--- src/rtl/vmx_pkg.sv ---
`timescale 1ns/1ps
package vmx_pkg;
  // Strobes handed from the control block to the datapath
  typedef struct packed {
    logic capture;    // register a new result this cycle
    logic useSingle;  // select the single-precision tree
    logic useWide;    // 128-bit vector in half mode
    logic undef;      // illegal shape: force zero result
  } vmx_ctrl_t;
endpackage

--- src/rtl/vmx_maxnum_cell.sv ---
`timescale 1ns/1ps
module vmx_maxnum_cell #(
  parameter int EXP_W = 5,
  parameter int MAN_W = 10
) (
  input  logic [EXP_W+MAN_W:0] opA,  // lower-lane operand
  input  logic [EXP_W+MAN_W:0] opB,  // upper-lane operand
  output logic [EXP_W+MAN_W:0] maxOut
);
  localparam int W = 1 + EXP_W + MAN_W;
  localparam logic [W-1:0] DEF_NAN = {1'b0, {EXP_W{1'b1}}, 1'b1, {(MAN_W-1){1'b0}}};

  logic aNan, bNan, aQuiet, bQuiet, aSig, bSig, bGreater;

  always_comb begin
    aNan   = (&opA[W-2:MAN_W]) && (|opA[MAN_W-1:0]);
    bNan   = (&opB[W-2:MAN_W]) && (|opB[MAN_W-1:0]);
    aQuiet = aNan && opA[MAN_W-1];
    bQuiet = bNan && opB[MAN_W-1];
    aSig   = aNan && !opA[MAN_W-1];
    bSig   = bNan && !opB[MAN_W-1];

    // Sign-magnitude ordering; +0 ranks above -0 through the sign test
    if (opA[W-1] != opB[W-1])
      bGreater = opA[W-1];
    else if (!opA[W-1])
      bGreater = opB[W-2:0] > opA[W-2:0];
    else
      bGreater = opB[W-2:0] < opA[W-2:0];

    if (aSig || bSig)
      maxOut = DEF_NAN;
    else if (aQuiet && bQuiet)
      maxOut = DEF_NAN;
    else if (aQuiet)
      maxOut = opB;
    else if (bQuiet)
      maxOut = opA;
    else if (bGreater)
      maxOut = opB;
    else
      maxOut = opA;
  end
endmodule

--- src/rtl/vmx_tree.sv ---
`timescale 1ns/1ps
module vmx_tree #(
  parameter int LANES = 8,
  parameter int EXP_W = 5,
  parameter int MAN_W = 10
) (
  input  logic [LANES*(1+EXP_W+MAN_W)-1:0] lanesIn,
  output logic [EXP_W+MAN_W:0]             rootOut,    // max over all lanes
  output logic [EXP_W+MAN_W:0]             lowHalfOut  // max over lower half
);
  localparam int W      = 1 + EXP_W + MAN_W;
  localparam int LEVELS = $clog2(LANES);

  for (genvar k = 0; k <= LEVELS; k++) begin : g_lvl
    localparam int N = LANES >> k;
    logic [N*W-1:0] vals;
    if (k == 0) begin : g_leaf
      assign vals = lanesIn;
    end else begin : g_node
      for (genvar j = 0; j < N; j++) begin : g_cell
        vmx_maxnum_cell #(.EXP_W(EXP_W), .MAN_W(MAN_W)) u_cell (
          .opA   (g_lvl[k-1].vals[(2*j)*W +: W]),
          .opB   (g_lvl[k-1].vals[(2*j+1)*W +: W]),
          .maxOut(vals[j*W +: W])
        );
      end
    end
  end

  assign rootOut    = g_lvl[LEVELS].vals;
  assign lowHalfOut = g_lvl[LEVELS-1].vals[W-1:0];
endmodule

--- src/rtl/vmx_control.sv ---
`timescale 1ns/1ps
module vmx_control
  import vmx_pkg::*;
(
  input  logic      clk,
  input  logic      rstN,
  input  logic      inValid,
  input  logic      selSingle,
  input  logic      selWide,
  output vmx_ctrl_t ctrl,
  output logic      outValid
);
  always_comb begin
    ctrl.capture   = inValid;
    ctrl.undef     = selSingle && !selWide;
    ctrl.useSingle = selSingle && selWide;
    ctrl.useWide   = selWide;
  end

  always_ff @(posedge clk) begin
    if (!rstN) outValid <= 1'b0;
    else       outValid <= inValid;
  end
endmodule

--- src/rtl/vmx_datapath.sv ---
`timescale 1ns/1ps
module vmx_datapath
  import vmx_pkg::*;
#(
  parameter int VEC_W    = 128,
  parameter int HALF_EXP = 5,
  parameter int HALF_MAN = 10,
  parameter int SGL_EXP  = 8,
  parameter int SGL_MAN  = 23
) (
  input  logic                        clk,
  input  logic                        rstN,
  input  vmx_ctrl_t                   ctrl,
  input  logic [VEC_W-1:0]            vecIn,
  output logic [SGL_EXP+SGL_MAN:0]    resOut,
  output logic                        invalidOut,
  output logic                        undefOut
);
  localparam int HALF_W     = 1 + HALF_EXP + HALF_MAN;
  localparam int SGL_W      = 1 + SGL_EXP + SGL_MAN;
  localparam int HALF_LANES = VEC_W / HALF_W;
  localparam int NARROW     = HALF_LANES / 2;
  localparam int SGL_LANES  = VEC_W / SGL_W;

  logic [HALF_W-1:0] halfRoot, halfLow;
  logic [SGL_W-1:0]  sglRoot, sglLow;
  logic [HALF_LANES-1:0] halfSig;
  logic [SGL_LANES-1:0]  sglSig;

  vmx_tree #(.LANES(HALF_LANES), .EXP_W(HALF_EXP), .MAN_W(HALF_MAN)) u_halfTree (
    .lanesIn(vecIn), .rootOut(halfRoot), .lowHalfOut(halfLow)
  );
  vmx_tree #(.LANES(SGL_LANES), .EXP_W(SGL_EXP), .MAN_W(SGL_MAN)) u_sglTree (
    .lanesIn(vecIn), .rootOut(sglRoot), .lowHalfOut(sglLow)
  );

  // Signalling-NaN detectors per lane
  for (genvar i = 0; i < HALF_LANES; i++) begin : g_halfSig
    logic [HALF_W-1:0] lane;
    assign lane = vecIn[i*HALF_W +: HALF_W];
    assign halfSig[i] = (&lane[HALF_W-2:HALF_MAN]) && !lane[HALF_MAN-1]
                        && (|lane[HALF_MAN-2:0]);
  end
  for (genvar i = 0; i < SGL_LANES; i++) begin : g_sglSig
    logic [SGL_W-1:0] lane;
    assign lane = vecIn[i*SGL_W +: SGL_W];
    assign sglSig[i] = (&lane[SGL_W-2:SGL_MAN]) && !lane[SGL_MAN-1]
                       && (|lane[SGL_MAN-2:0]);
  end

  logic [SGL_W-1:0] resNext;
  logic             invNext;

  always_comb begin
    if (ctrl.undef) begin
      resNext = '0;
      invNext = 1'b0;
    end else if (ctrl.useSingle) begin
      resNext = sglRoot;
      invNext = |sglSig;
    end else if (ctrl.useWide) begin
      resNext = {{(SGL_W-HALF_W){1'b0}}, halfRoot};
      invNext = |halfSig;
    end else begin
      resNext = {{(SGL_W-HALF_W){1'b0}}, halfLow};
      invNext = |halfSig[NARROW-1:0];
    end
  end

  always_ff @(posedge clk) begin
    if (!rstN) begin
      resOut     <= '0;
      invalidOut <= 1'b0;
      undefOut   <= 1'b0;
    end else if (ctrl.capture) begin
      resOut     <= resNext;
      invalidOut <= invNext;
      undefOut   <= ctrl.undef;
    end
  end
endmodule

--- src/rtl/vec_maxnum_reduce.sv ---
`timescale 1ns/1ps
module vec_maxnum_reduce
  import vmx_pkg::*;
#(
  parameter int VEC_W    = 128,
  parameter int HALF_EXP = 5,
  parameter int HALF_MAN = 10,
  parameter int SGL_EXP  = 8,
  parameter int SGL_MAN  = 23,
  localparam int RES_W   = 1 + SGL_EXP + SGL_MAN
) (
  input  logic             clk,
  input  logic             rstN,
  input  logic             inValid,
  input  logic [VEC_W-1:0] inVec,
  input  logic             selSingle,
  input  logic             selWide,
  output logic             outValid,
  output logic [RES_W-1:0] outScalar,
  output logic             outInvalid,
  output logic             outUndef
);
  vmx_ctrl_t ctrl;

  vmx_control u_ctrl (
    .clk(clk), .rstN(rstN), .inValid(inValid),
    .selSingle(selSingle), .selWide(selWide),
    .ctrl(ctrl), .outValid(outValid)
  );

  vmx_datapath #(
    .VEC_W(VEC_W), .HALF_EXP(HALF_EXP), .HALF_MAN(HALF_MAN),
    .SGL_EXP(SGL_EXP), .SGL_MAN(SGL_MAN)
  ) u_dp (
    .clk(clk), .rstN(rstN), .ctrl(ctrl), .vecIn(inVec),
    .resOut(outScalar), .invalidOut(outInvalid), .undefOut(outUndef)
  );
endmodule

--- config.mk ---
export PLATFORM = sky130hd
export DESIGN_NAME = vec_maxnum_reduce
export DESIGN_NICKNAME = d
export VERILOG_FILES = /design/src/rtl/vmx_pkg.sv /design/src/rtl/vmx_maxnum_cell.sv /design/src/rtl/vmx_tree.sv /design/src/rtl/vmx_control.sv /design/src/rtl/vmx_datapath.sv /design/src/rtl/vec_maxnum_reduce.sv
export SDC_FILE = /design/constraint.sdc
export NUM_CORES = 1
export LEC_CHECK = 0
export BUFFER_PORTS_ARGS = -buffer_cell sky130_fd_sc_hd__buf_2
export CAP_MARGIN = 5
export CORE_UTILIZATION = 50
export CTS_BUF_LIST = sky130_fd_sc_hd__clkbuf_8
export DETAILED_ROUTE_END_ITERATION = 8
export PLACE_DENSITY = 0.7
export SETUP_SLACK_MARGIN = 0.1
export SYNTH_ARGS = -nofsm -noshare
export SYNTH_HDL_FRONTEND = slang
export SYNTH_SLANG_ARGS = --single-unit
--- constraint.sdc ---
create_clock -name clk -period 11.6 [get_ports clk]
set_input_delay 2.32 -clock clk [delete_from_list [all_inputs] [get_ports clk]]
set_output_delay 2.32 -clock clk [all_outputs]
set_load 0.05 [all_outputs]
==> results of run 1 <==
power by group through the flow:
stage	registers [W]	logic (W)	clock network, W
6_report	0.000142	0.000919	0.0000881
5_1_grt	0.000143	0.000999	0.0000941
4_1_cts	0.000142	0.000881	0.0000883
3_5_place_dp	0.000144	0.000875	0
3_3_place_gp	0.000144	0.000866	0
2_1_floorplan	0.000186	0.000573	0
final timing paths:
kind	to	slack [ns]	start	cells past startpoint
hold / removal	u_dp.resOut[23]	0.45	u_dp.resOut[23]	2
setup reg to reg	u_dp.resOut[10]	10.46	u_dp.resOut[10]	4
setup / recovery	u_dp.resOut[2]	0.82	inVec[68]	36
hold reg to reg	u_dp.resOut[23]	0.45	u_dp.resOut[23]	2
cell usage in the layout, fill, tap and decap left out, types with 7 or more instances in the layout:
cell,netlist,final
sky130_fd_sc_hd__a21oi_1,122,121
sky130_fd_sc_hd__nor3_1,49,48
sky130_fd_sc_hd__nand2_1,136,135
sky130_fd_sc_hd__o21ai_0,100,99
sky130_fd_sc_hd__ha_1,201,201
sky130_fd_sc_hd__a211o_1,14,14
sky130_fd_sc_hd__mux2_2,9,9
sky130_fd_sc_hd__o21a_1,22,22
sky130_fd_sc_hd__and4_1,7,7
sky130_fd_sc_hd__buf_2,0,167
sky130_fd_sc_hd__a2111oi_0,7,7
sky130_fd_sc_hd__nor2b_1,19,18
sky130_fd_sc_hd__nand3_1,61,61
sky130_fd_sc_hd__o211ai_1,22,22
sky130_fd_sc_hd__nor4_1,20,19
sky130_fd_sc_hd__and2_1,25,25
sky130_fd_sc_hd__a31o_2,7,7
sky130_fd_sc_hd__nor2_1,113,113
sky130_fd_sc_hd__a211oi_1,26,26
sky130_fd_sc_hd__a31oi_1,17,16
sky130_fd_sc_hd__buf_4,3,26
sky130_fd_sc_hd__or3_1,8,8
sky130_fd_sc_hd__mux2i_1,46,46
sky130_fd_sc_hd__inv_1,124,126
sky130_fd_sc_hd__nand2b_1,23,23
sky130_fd_sc_hd__and3_1,13,13
sky130_fd_sc_hd__a21o_1,52,52
sky130_fd_sc_hd__nand4_1,59,59
sky130_fd_sc_hd__dfxtp_1,35,35
per-layer routing:
metal  track usage, %  vias to the layer above  wire length [um]
met2             58.0                      715             17900
met1             57.3                     5874             19200
met3             10.0                      107              5380
li1                 -                     5985                 -
met4             14.9                        0              1740
met5                0                        -                 0
kinds of logic after synthesis:
kind of cell    after synthesis  synth area share [%]
mux                          58                  5.75
flops                        35                  6.61
buf+inv                     181                  6.66
fa+ha+maj                   202                  23.8
compound gates              476                  30.5
xor+xnor                      3                 0.248
simple gates                560                  26.4
stage by stage:
step,setup slack [ns],hold slack [ns],total power [W],cell area [um2],utilization [%]
after floorplan,1.36,0.673,0.000759,10600,-
after global placement,0.603,0.431,0.00101,11700,57.3
after detailed placement,0.526,0.440,0.00102,11700,57.3
after CTS,0.773,0.457,0.00111,11800,57.7
after global routing,0.299,0.472,0.00124,11900,57.9
final,0.824,0.451,0.00115,11900,57.9
critical path, delay by kind of cell:
| kind | cells | cell delay, ns |
|---|---|---|
| compound gates | 18 | 3.99 |
| simple gates | 7 | 1.58 |
| buf+inv | 6 | 1.10 |
| fa+ha+maj | 3 | 1.01 |
| mux | 2 | 0.93 |
layout make-up:
cell class	instances	area, um2	area share, %
multi-input cells	1299	9240	77.9
repair buffers	193	1030	8.69
flip-flops and latches	35	701	5.91
inverters	125	469	3.96
well taps	270	338	2.85
clock buffers	5	68.8	0.580
clock inverters	3	12.5	0.105
what timing repair did:
item	CTS	global route
hold buffers	0	0
setup buffers	0	4
gates resized for setup	0	1
hold endpoints to repair	0	0
setup endpoints to repair	0	10
state kept, by name (all words and copies together), names as in the netlist:
| name | count |
|---|---|
| u_ctrl.outValid | 1 |
| u_dp.undefOut | 1 |
| u_dp.invalidOut | 1 |
| u_dp.resOut | 32 |
==> impl_metrics.sql, run 1 <==
INSERT INTO impl_metrics (metric_group, metric, value, unit) VALUES
('run_status', 'outcome', 'complete, no violations', ''),
('clock_network', 'tritoncts.num_buffers', '5', ''),
('final_layout', 'final_layout_size_suffix_gt1_share', '15.6', '%'),
('power_and_ir_drop', 'clockPowerShare', '7.7', '%'),
('global_route', 'first_global_vias', '11700', ''),
('clock_network', 'worstSkewPairLatency', '0.30', 'ns'),
('worst_setup_path', 'max_stage_delay', '0.65', 'ns'),
('place', 'dp.cells', '1918', ''),
('logic_synthesis', 'synth_ff_type', 'sky130_fd_sc_hd__dfxtp_1', ''),
('clock_network', 'tritoncts', 'yes', ''),
('worst_setup_path', 'cell_at_the_slowest_stage_of_the_critical_path', 'sky130_fd_sc_hd__nor3_2', ''),
('worst_setup_path', 'critical-path-top-cell-by-count', 'sky130_fd_sc_hd__a21o_1', ''),
('worst_setup_path', 'timing.critical_path.to_type', 'register', ''),
('floorplan', 'floorplan.initialDensity', '51.7', '%'),
('power_and_ir_drop', 'net-switching-power', '0.000632', 'W'),
('final_layout', 'design.final.nets', '1993', ''),
('logic_synthesis', 'ys_top_cells_by_area', 'sky130_fd_sc_hd__ha_1 24%, sky130_fd_sc_hd__dfxtp_1 6.6%, sky130_fd_sc_hd__a21oi_1 5.8%, sky130_fd_sc_hd__nand2_1 4.8%, sky130_fd_sc_hd__o21ai_0 4.7%', ''),
('timing', 'setup-violations-final', '0', ''),
('clock_network', 'cts_htree_levels', '2', ''),
('final_layout', 'n_antenna_cell', '0', ''),
('floorplan', 'ios', '168', ''),
('logic_synthesis', 'synth.ff_latch_count', '35', ''),
('routing', 'route.detailed.wl_per_inst', '22.9', 'um'),
('logic_synthesis', 'synth_enable_flop_cells', '0', ''),
('final_layout', 'filler_cell_count', '2100', ''),
('routing', 'detailedRoute.firstIterationViolations', '1271', ''),
('power_and_ir_drop', 'switching_share', '55.0', '%'),
('clock_network', 'worst_setup_hold_path_clk_slew', '0.07', 'ns'),
('clock_network', 'cts_buffer_depth', '2', ''),
('logic_synthesis', 'ys_types', '90', ''),
('logic_synthesis', 'synthesis.nets', '1849', ''),
('final_layout', 'area_delta_synth_final', '11.9', '%'),
('routing', 'drt_first_pass_iters', '5', ''),
('power_and_ir_drop', 'combinational_share_of_power', '80.0', '%'),
('power_and_ir_drop', 'power_density', '96.9', 'mW/mm2'),
('global_route', 'grt_util_all_layers', '40.4', '%'),
('floorplan', 'die_width', '148', 'um'),
('routing', 'vias_per_cell', '6.57', ''),
('timing', 'hold_viol_final', '0', ''),
('routing', 'dr_total_vias', '12700', ''),
('hold_path', 'holdCritPathClass', 'reg -> reg', ''),
('worst_setup_path', 'cp-start-kind', 'primary input', ''),
('logic_synthesis', 'post_synth.cell_area_avg', '7.00', 'um2'),
('global_route', 'grt_max_degree', '37', ''),
('worst_setup_path', 'cp.arrival', '10.97', 'ns'),
('power_and_ir_drop', 'vdd_ir_drop_max', '0.106', 'mV'),
('global_route', 'grt_overflow_total', '0', ''),
('power_and_ir_drop', 'static-leakage-power', '5.89', 'nW'),
('worst_setup_path', 'crit_type', 'in -> reg', ''),
('timing', 'final_min_period', '10.78', 'ns'),
('routing', 'remaining_drc_errors', '0', ''),
('timing', 'final.setup.tns', '0', 'ns'),
('logic_synthesis', 'synthesis.yosys.warnings', '0', ''),
('floorplan', 'die_h', '148', 'um'),
('routing', 'postRouteWirelength', '44200', 'um'),
('final_layout', 'final_cell_count_no_fill', '1930', ''),
('logic_synthesis', 'postSynthCellCount', '1515', ''),
('timing', 'timing.max_slew.rel_slack', '26.8', '%'),
('logic_synthesis', 'synthMostInstantiatedCell', 'sky130_fd_sc_hd__ha_1', ''),
('timing', 'actual_slew_at_the_worst_max_slew_pin', '1.10', 'ns'),
('floorplan', 'placeableCoreArea', '0.0205', 'mm2'),
('power_and_ir_drop', 'internal_power', '0.000517', 'W'),
('logic_synthesis', 'ys_seq_area_share', '6.61', '%'),
('routing', 'antenna_left', '0', ''),
('worst_setup_path', 'cp_data_required_time', '11.79', 'ns'),
('logic_synthesis', 'yosys.area.top_type', 'sky130_fd_sc_hd__ha_1', ''),
('clock_network', 'cts_sinks', '35', ''),
('timing', 'clock_skew', '0', 'ns'),
('place', 'dp.final_hpwl', '37500', 'um'),
('floorplan', 'placement_rows', '52', ''),
('logic_synthesis', 'netlist_area', '0.0106', 'mm2');
Note: power is estimated with default switching activity, not from simulation.
==> run 2: changes to the inputs <==
--- a/config.mk
+++ b/config.mk
@@ -10,7 +10,7 @@
 export CORE_UTILIZATION = 50
 export CTS_BUF_LIST = sky130_fd_sc_hd__clkbuf_8
 export DETAILED_ROUTE_END_ITERATION = 8
-export PLACE_DENSITY = 0.7
+export PLACE_DENSITY = 0.73
 export SETUP_SLACK_MARGIN = 0.1
 export SYNTH_ARGS = -nofsm -noshare
 export SYNTH_HDL_FRONTEND = slang
==> constraint.sdc (replaced) <==
create_clock -name clk -period 8.82 [get_ports clk]
set_input_delay 1.764 -clock clk [delete_from_list [all_inputs] [get_ports clk]]
set_output_delay 1.764 -clock clk [all_outputs]
set_load 0.05 [all_outputs]
==> run 2 against run 1 <==
- the flow now finishes with violations (negative setup slack)
- flip-flop and latch count unchanged
- die area did not move
- sequential power grew 32%
- register-to-register slack worse by 2.8 ns
- worst hold slack gained 0.0018 ns
- non-clock buffer count rose by 282
==> impl_metrics.sql, run 2 (synthesis gave the netlist of run 1 again) <==
INSERT INTO impl_metrics (metric_group, metric, value, unit) VALUES
('run_status', 'outcome', 'finished with violations', ''),
('run_status', 'violations', 'negative setup slack', ''),
('clock_network', 'worstSkewPairLatency', '0.30', 'ns'),
('global_route', 'grt_max_degree', '36', ''),
('worst_setup_path', 'timing.critical_path.to_type', 'register', ''),
('routing', 'route.met2.wl', '21400', 'um'),
('worst_setup_path', 'critical-path-top-cell-by-count', 'sky130_fd_sc_hd__a21o_1', ''),
('clock_network', 'post_cts_hold_buffer_count', '0', ''),
('global_route', 'grt_first_pass_wirelength', '73200', 'um'),
('worst_setup_path', 'max_stage_delay', '0.45', 'ns'),
('worst_setup_path', 'crit_buf_inv', '5', ''),
('final_layout', 'filler_cell_count', '1726', ''),
('floorplan', 'floorplan.initialDensity', '51.7', '%'),
('routing', 'postRouteWirelength', '51300', 'um'),
('floorplan', 'ios', '168', ''),
('worst_setup_path', 'crit_type', 'in -> reg', ''),
('worst_setup_path', 'cp_data_required_time', '9.01', 'ns'),
('worst_setup_path', 'r2r_slack', '7.65', 'ns'),
('timing', 'fmaxAchievable', '112', 'MHz'),
('timing', 'timing.max_slew.rel_slack', '33.6', '%'),
('power_and_ir_drop', 'static-leakage-power', '7.43', 'nW'),
('final_layout', 'top_register', 'u_dp.resOut', ''),
('final_layout', 'multi_input_comb_area', '0.0100', 'mm2'),
('floorplan', 'die_width', '148', 'um'),
('global_route', 'grt_overflow_total', '0', ''),
('clock_network', 'tritoncts', 'yes', ''),
('place', 'dp.cells', '2165', ''),
('timing', 'actual_slew_at_the_worst_max_slew_pin', '0.997', 'ns'),
('worst_setup_path', 'cpLargestDelayFamily', 'compound AO/OA/AOI/OAI gates', ''),
('floorplan', 'placement_rows', '52', ''),
('routing', 'met1Wirelength', '20600', 'um'),
('routing', 'remaining_drc_errors', '0', ''),
('timing', 'number_of_slew_limit_violations_in_the_final_report', '0', ''),
('worst_setup_path', 'cp.arrival', '9.09', 'ns'),
('final_layout', 'final_layout_size_suffix_gt1_share', '33.9', '%'),
('timing', 'hold_viol_final', '0', ''),
('clock_network', 'tritoncts.num_buffers', '5', ''),
('power_and_ir_drop', 'power_density', '132', 'mW/mm2'),
('timing', 'final.setup.tns', '-0.573', 'ns'),
('final_layout', 'layout_common_cells', '295 x sky130_fd_sc_hd__buf_4, 180 x sky130_fd_sc_hd__ha_1, 159 x sky130_fd_sc_hd__buf_2', ''),
('routing', 'route.detailed.wl_per_inst', '23.1', 'um'),
('timing', 'final.setup.worst_slack', '-0.0758', 'ns'),
('final_layout', 'design.final.nets', '2278', ''),
('clock_network', 'worst_setup_hold_path_clk_slew', '0.08', 'ns'),
('clock_network', 'cts_htree_levels', '2', ''),
('hold_path', 'holdCritPathClass', 'reg -> reg', ''),
('final_layout', 'sequential_cell_area', '701', 'um2'),
('floorplan', 'die_h', '148', 'um'),
('timing', 'final_min_period', '8.90', 'ns'),
('job', 'maxCapViolations', '0', ''),
('global_route', 'grt_util_all_layers', '44.1', '%'),
('routing', 'detailedRoute.firstIterationViolations', '1473', ''),
('worst_setup_path', 'cell_at_the_slowest_stage_of_the_critical_path', 'sky130_fd_sc_hd__a211oi_4', ''),
('place', 'dp_worst_setup_slack', '-0.731', 'ns'),
('global_route', 'first_global_vias', '13100', ''),
('global_route', 'antenna_found_initial', '0', ''),
('final_layout', 'postLayoutCoreUtil', '73.5', '%'),
('place', 'dp.final_hpwl', '42100', 'um'),
('routing', 'dr_total_vias', '14400', ''),
('routing', 'wl_met3', '7240', 'um'),
('final_layout', 'final_cell_count_no_fill', '2216', ''),
('floorplan', 'placeableCoreArea', '0.0205', 'mm2'),
('final_layout', 'area_delta_synth_final', '42.0', '%'),
('timing', 'rsz0062_at_grt', 'true', ''),
('floorplan', 'die_area', '0.0218', 'mm2'),
('power_and_ir_drop', 'vdd_ir_drop_max', '0.159', 'mV'),
('final_layout', 'flip_flop_count_of_the_largest_register_after_layout', '32', ''),
('routing', 'drt_first_pass_iters', '7', ''),
('timing', 'timing.final.crit_share', '101', '%'),
('timing', 'clock_skew', '0', 'ns'),
('worst_setup_path', 'cp-start-kind', 'primary input', ''),
('worst_setup_path', 'worstPathMaxFanout', '6', ''),
('place', 'buffer_ports.inserted', '167', ''),
('routing', 'vias_per_cell', '6.51', ''),
('final_layout', 'mostFrequentLayoutCell', 'sky130_fd_sc_hd__buf_4', ''),
('clock_network', 'cts_buffer_depth', '2', ''),
('timing', 'setup-violations-final', '12', ''),
('routing', 'antenna_left', '0', ''),
('clock_network', 'root_buffer', 'sky130_fd_sc_hd__clkbuf_8', ''),
('routing', 'route.top_layer_used', 'met4', ''),
('place', 'gp_congestion', '1.10', ''),
('clock_network', 'cts_sinks', '35', '');
==> run 2: changes by cell type in the layout (fill, tap and decap cells not counted), sizes merged <==
cell / change
buf: +278
bufinv: +2
clkbuf: +4
clkinv: -1
clkinvlp: +1
diode: +1
inv: -2
nand2: +3
==> run 2: cell type report <==
type | count | share of cell area, %
antenna | 1 | 0.0166
timing repair buffer | 475 | 22.2
multi-input combinational | 1302 | 66.8
tap | 270 | 2.24
inverter | 125 | 3.18
sequential | 35 | 4.65
clock inverter | 3 | 0.449
clock buffer | 5 | 0.457
==> run 2: what timing repair did <==
item | in CTS | in global routing
setup buffers | 1 | 35
resized for setup | 14 | 143
setup endpoints to repair | 16 | 16
pin swaps | 4 | 70
cloned | 0 | 7
==> run 2: stage by stage <==
step | area, um2 | hold slack (ns) | power (W)
5_1_grt | 15100 | 0.491 | 0.00210
4_1_cts | 14000 | 0.458 | 0.00177
3_3_place_gp | 13800 | 0.430 | 0.00155
2_1_floorplan | 10800 | 0.673 | 0.00103
3_5_place_dp | 13800 | 0.440 | 0.00158
6_report | 15100 | 0.453 | 0.00199
==> run 2: final timing paths <==
| check | depth (start not counted) | end | from |
|---|---|---|---|
| worst max register to register | 4 | u_dp.resOut[10] | u_dp.resOut[10] |
| worst min register to register | 2 | u_dp.resOut[23] | u_dp.resOut[23] |
| worst min-delay path | 2 | u_dp.resOut[23] | u_dp.resOut[23] |
| worst max-delay path | 35 | u_dp.resOut[5] | inVec[73] |
==> run 2: worst min-delay path, stage by stage (launching register included) <==
cell	delay (ns)
sky130_fd_sc_hd__dfxtp_1	0.33
sky130_fd_sc_hd__nand2_1	0.04
sky130_fd_sc_hd__o21ai_0	0.05
==> run 2: where the power goes <==
group          internal (W)  switching [W]  leakage, nW  total, W
logic              0.000716       0.000907         7.08   0.00162
clock network      0.000113      0.0000685       0.0644  0.000181
registers          0.000175      0.0000128        0.285  0.000188
total               0.00100       0.000988         7.43   0.00199
==> run 2: layer usage <==
layer | up-vias | GRT usage, %
met3 | 180 | 15.5
met5 | - | 0
met1 | 6756 | 59.8
met4 | 0 | 12.8
li1 | 6563 | -
met2 | 937 | 65.1
==> run 3: changes to the inputs <==
--- a/config.mk
+++ b/config.mk
@@ -10,7 +10,7 @@
 export CORE_UTILIZATION = 50
 export CTS_BUF_LIST = sky130_fd_sc_hd__clkbuf_8
 export DETAILED_ROUTE_END_ITERATION = 8
-export PLACE_DENSITY = 0.73
+export PLACE_DENSITY = 0.75
 export SETUP_SLACK_MARGIN = 0.1
 export SYNTH_ARGS = -nofsm -noshare
 export SYNTH_HDL_FRONTEND = slang
==> run 3 against run 2 <==
- clock skew unchanged
- largest power group unchanged
- global-route usage is 2.2 points lower
- first-iteration DRC count rose by 39%
- via count is 0.74% lower
- combinational power is 7% lower
- sequential power is essentially flat
- the flow now finishes without violations
- routed wire length shrank 5.5%
- critical path depth rose by 1
- utilization shrank 2.5 points
- die area stayed put
==> impl_metrics.sql, run 3 (synthesis gave the netlist of run 1 again) <==
INSERT INTO impl_metrics (metric_group, metric, value, unit) VALUES
('power_and_ir_drop', 'static-leakage-power', '7.19', 'nW'),
('global_route', 'grt_overflow_total', '0', ''),
('routing', 'drt_first_pass_iters', '9', ''),
('timing', 'whs', '0.452', 'ns'),
('global_route', 'antenna_found_initial', '0', ''),
('floorplan', 'die_area', '0.0218', 'mm2'),
('worst_setup_path', 'cpLargestDelayFamily', 'compound AO/OA/AOI/OAI gates', ''),
('worst_setup_path', 'timing.critical_path.to_type', 'register', ''),
('global_route', 'grt_util_all_layers', '41.9', '%'),
('routing', 'postRouteWirelength', '48500', 'um'),
('worst_setup_path', 'cp.arrival', '8.83', 'ns'),
('worst_setup_path', 'crit_buf_inv', '4', ''),
('timing', 'setup-violations-final', '0', ''),
('timing', 'hold_viol_final', '0', ''),
('hold_path', 'worstHoldPathCells', '2', ''),
('routing', 'remaining_drc_errors', '0', ''),
('place', 'buffer_ports.inserted', '167', ''),
('timing', 'actual_slew_at_the_worst_max_slew_pin', '0.976', 'ns'),
('global_route', 'first_global_vias', '12900', ''),
('final_layout', 'design.final.nets', '2236', ''),
('global_route', 'grt_max_degree', '36', ''),
('worst_setup_path', 'reg2reg_depth', '4', ''),
('clock_network', 'root_buffer', 'sky130_fd_sc_hd__clkbuf_8', ''),
('power_and_ir_drop', 'vdd_ir_drop_max', '0.145', 'mV'),
('place', 'dp.final_hpwl', '40100', 'um'),
('worst_setup_path', 'worst_r2r_startpoint', 'u_dp.resOut[10]', ''),
('run_status', 'outcome', 'complete, no violations', ''),
('final_layout', 'layout_common_cells', '258 x sky130_fd_sc_hd__buf_4, 181 x sky130_fd_sc_hd__ha_1, 158 x sky130_fd_sc_hd__buf_2', ''),
('timing', 'final_min_period', '8.63', 'ns'),
('clock_network', 'tritoncts.num_buffers', '5', ''),
('worst_setup_path', 'cp_data_required_time', '9.02', 'ns'),
('final_layout', 'area_delta_synth_final', '37.1', '%'),
('worst_setup_path', 'crit-reg2reg-capture', 'u_dp.resOut[10]', ''),
('timing', 'number_of_slew_limit_violations_in_the_final_report', '0', ''),
('floorplan', 'placement_rows', '52', ''),
('place', 'dp_worst_setup_slack', '-0.287', 'ns'),
('floorplan', 'die_width', '148', 'um'),
('timing', 'rsz0062_at_grt', 'true', ''),
('routing', 'antenna_left', '0', ''),
('timing', 'timing.final.crit_share', '97.8', '%'),
('floorplan', 'die_h', '148', 'um'),
('clock_network', 'post_cts_hold_buffer_count', '0', ''),
('place', 'gp_congestion', '1.14', ''),
('clock_network', 'worstSkewPairLatency', '0.30', 'ns'),
('routing', 'dr_total_vias', '14300', ''),
('worst_setup_path', 'max_stage_delay', '0.50', 'ns'),
('job', 'maxCapViolations', '0', ''),
('final_layout', 'n_antenna_cell', '0', ''),
('final_layout', 'top_register', 'u_dp.resOut', ''),
('final_layout', 'flip_flop_count_of_the_largest_register_after_layout', '32', ''),
('timing', 'clock_skew', '0', 'ns'),
('floorplan', 'floorplan.initialDensity', '51.7', '%'),
('routing', 'route.detailed.wl_per_inst', '22.3', 'um'),
('final_layout', 'postLayoutCoreUtil', '70.9', '%'),
('timing', 'final.setup.worst_slack', '0.194', 'ns'),
('timing', 'fmaxAchievable', '116', 'MHz'),
('final_layout', 'final_layout_size_suffix_gt1_share', '31.4', '%'),
('global_route', 'grt_first_pass_wirelength', '70200', 'um'),
('worst_setup_path', 'crit_type', 'in -> reg', ''),
('routing', 'detailedRoute.firstIterationViolations', '2049', ''),
('worst_setup_path', 'cell_at_the_slowest_stage_of_the_critical_path', 'sky130_fd_sc_hd__o41a_1', ''),
('clock_network', 'cts_htree_levels', '2', ''),
('worst_setup_path', 'critical-path-top-cell-by-count', 'sky130_fd_sc_hd__a21o_1', ''),
('place', 'area_post_placement', '0.0136', 'mm2'),
('timing', 'final.setup.tns', '0', 'ns'),
('hold_path', 'min_delay_worst_endpoint', 'u_dp.resOut[23]', ''),
('final_layout', 'filler_cell_count', '1703', ''),
('worst_setup_path', 'worstPathMaxFanout', '12', ''),
('timing', 'timing.max_slew.rel_slack', '34.4', '%'),
('power_and_ir_drop', 'power_density', '129', 'mW/mm2'),
('final_layout', 'mostFrequentLayoutCell', 'sky130_fd_sc_hd__buf_4', ''),
('clock_network', 'cts_sinks', '35', ''),
('clock_network', 'cts_buffer_depth', '2', ''),
('clock_network', 'tritoncts', 'yes', ''),
('final_layout', 'finish.instance_area', '0.0145', 'mm2'),
('hold_path', 'holdCritPathClass', 'reg -> reg', ''),
('floorplan', 'ios', '168', ''),
('floorplan', 'placeableCoreArea', '0.0205', 'mm2'),
('hold_path', 'timing.hold.worst.start', 'u_dp.resOut[23]', ''),
('routing', 'vias_per_cell', '6.59', ''),
('clock_network', 'worst_setup_hold_path_clk_slew', '0.08', 'ns'),
('worst_setup_path', 'cp-start-kind', 'primary input', ''),
('worst_setup_path', 'r2r_slack', '7.65', 'ns');
-- run 3: cell types whose count changed in the layout (fill, tap and decap cells not counted), sizes merged --
cell	previous run	this run
diode	1	0
buf	471	434
clkbuf	9	6
nand2	139	137
-- run 3: how the worst max path moves through the flow --
stage | startpoint | to | slack (ns) | cells past startpoint
CTS | inVec[75] | u_dp.resOut[6] | 0.13 | 39
finish | inVec[8] | u_dp.resOut[6] | 0.19 | 36
floorplan | inVec[78] | u_dp.resOut[7] | 0.11 | 38
global route | inVec[10] | u_dp.resOut[6] | -0.09 | 36
global placement | inVec[66] | u_dp.resOut[2] | -0.05 | 37
detailed placement | inVec[109] | u_dp.resOut[6] | -0.29 | 35
-- run 3: final cells by class --
type | instances | area [um2] | share of cell area [%]
multi-input combinational | 1300 | 9880 | 68.0
timing repair buffer | 435 | 3010 | 20.7
sequential | 35 | 701 | 4.82
inverter | 125 | 472 | 3.24
tap | 270 | 338 | 2.32
clock buffer | 5 | 68.8 | 0.473
clock inverter | 3 | 67.6 | 0.465
-- run 3: per-layer routing --
| layer | track usage [%] | up-vias | share of wire (%) |
|---|---|---|---|
| li1 | - | 6467 | - |
| met1 | 56.5 | 6588 | 40 |
| met2 | 61.8 | 1054 | 40 |
| met3 | 14.1 | 220 | 15 |
| met4 | 14.0 | 0 | 4.5 |
| met5 | 0 | - | 0 |
-- run 3: through the flow --
stage                     cells  power [W]
after floorplan            1515    0.00103
after global placement     2145    0.00150
after detailed placement   2145    0.00154
after CTS                  2153    0.00173
after global routing       2173    0.00199
final                      2173    0.00188
-- run 3: power breakdown --
part / total (W) / leakage (nW) / switching, W / internal, W
registers: 0.000188 / 0.285 / 0.0000129 / 0.000175
clock network: 0.000181 / 0.0644 / 0.0000683 / 0.000113
logic: 0.00151 / 6.84 / 0.000851 / 0.000660
total: 0.00188 / 7.19 / 0.000933 / 0.000948
-- run 3: repair_timing --
action                                 in CTS  in global routing
setup buffers                               0                 17
endpoints found under the hold margin       0                  0
pin swaps                                   0                 28
setup endpoints to repair                   9                 16
resized for setup                           8                116
gates cloned                                0                  3
-- run 3: worst min-delay path, cell delays in order, from the launching register on --
cell and delay (ns):
sky130_fd_sc_hd__dfxtp_1 0.33, sky130_fd_sc_hd__nand2_1 0.04, sky130_fd_sc_hd__o21ai_0 0.05
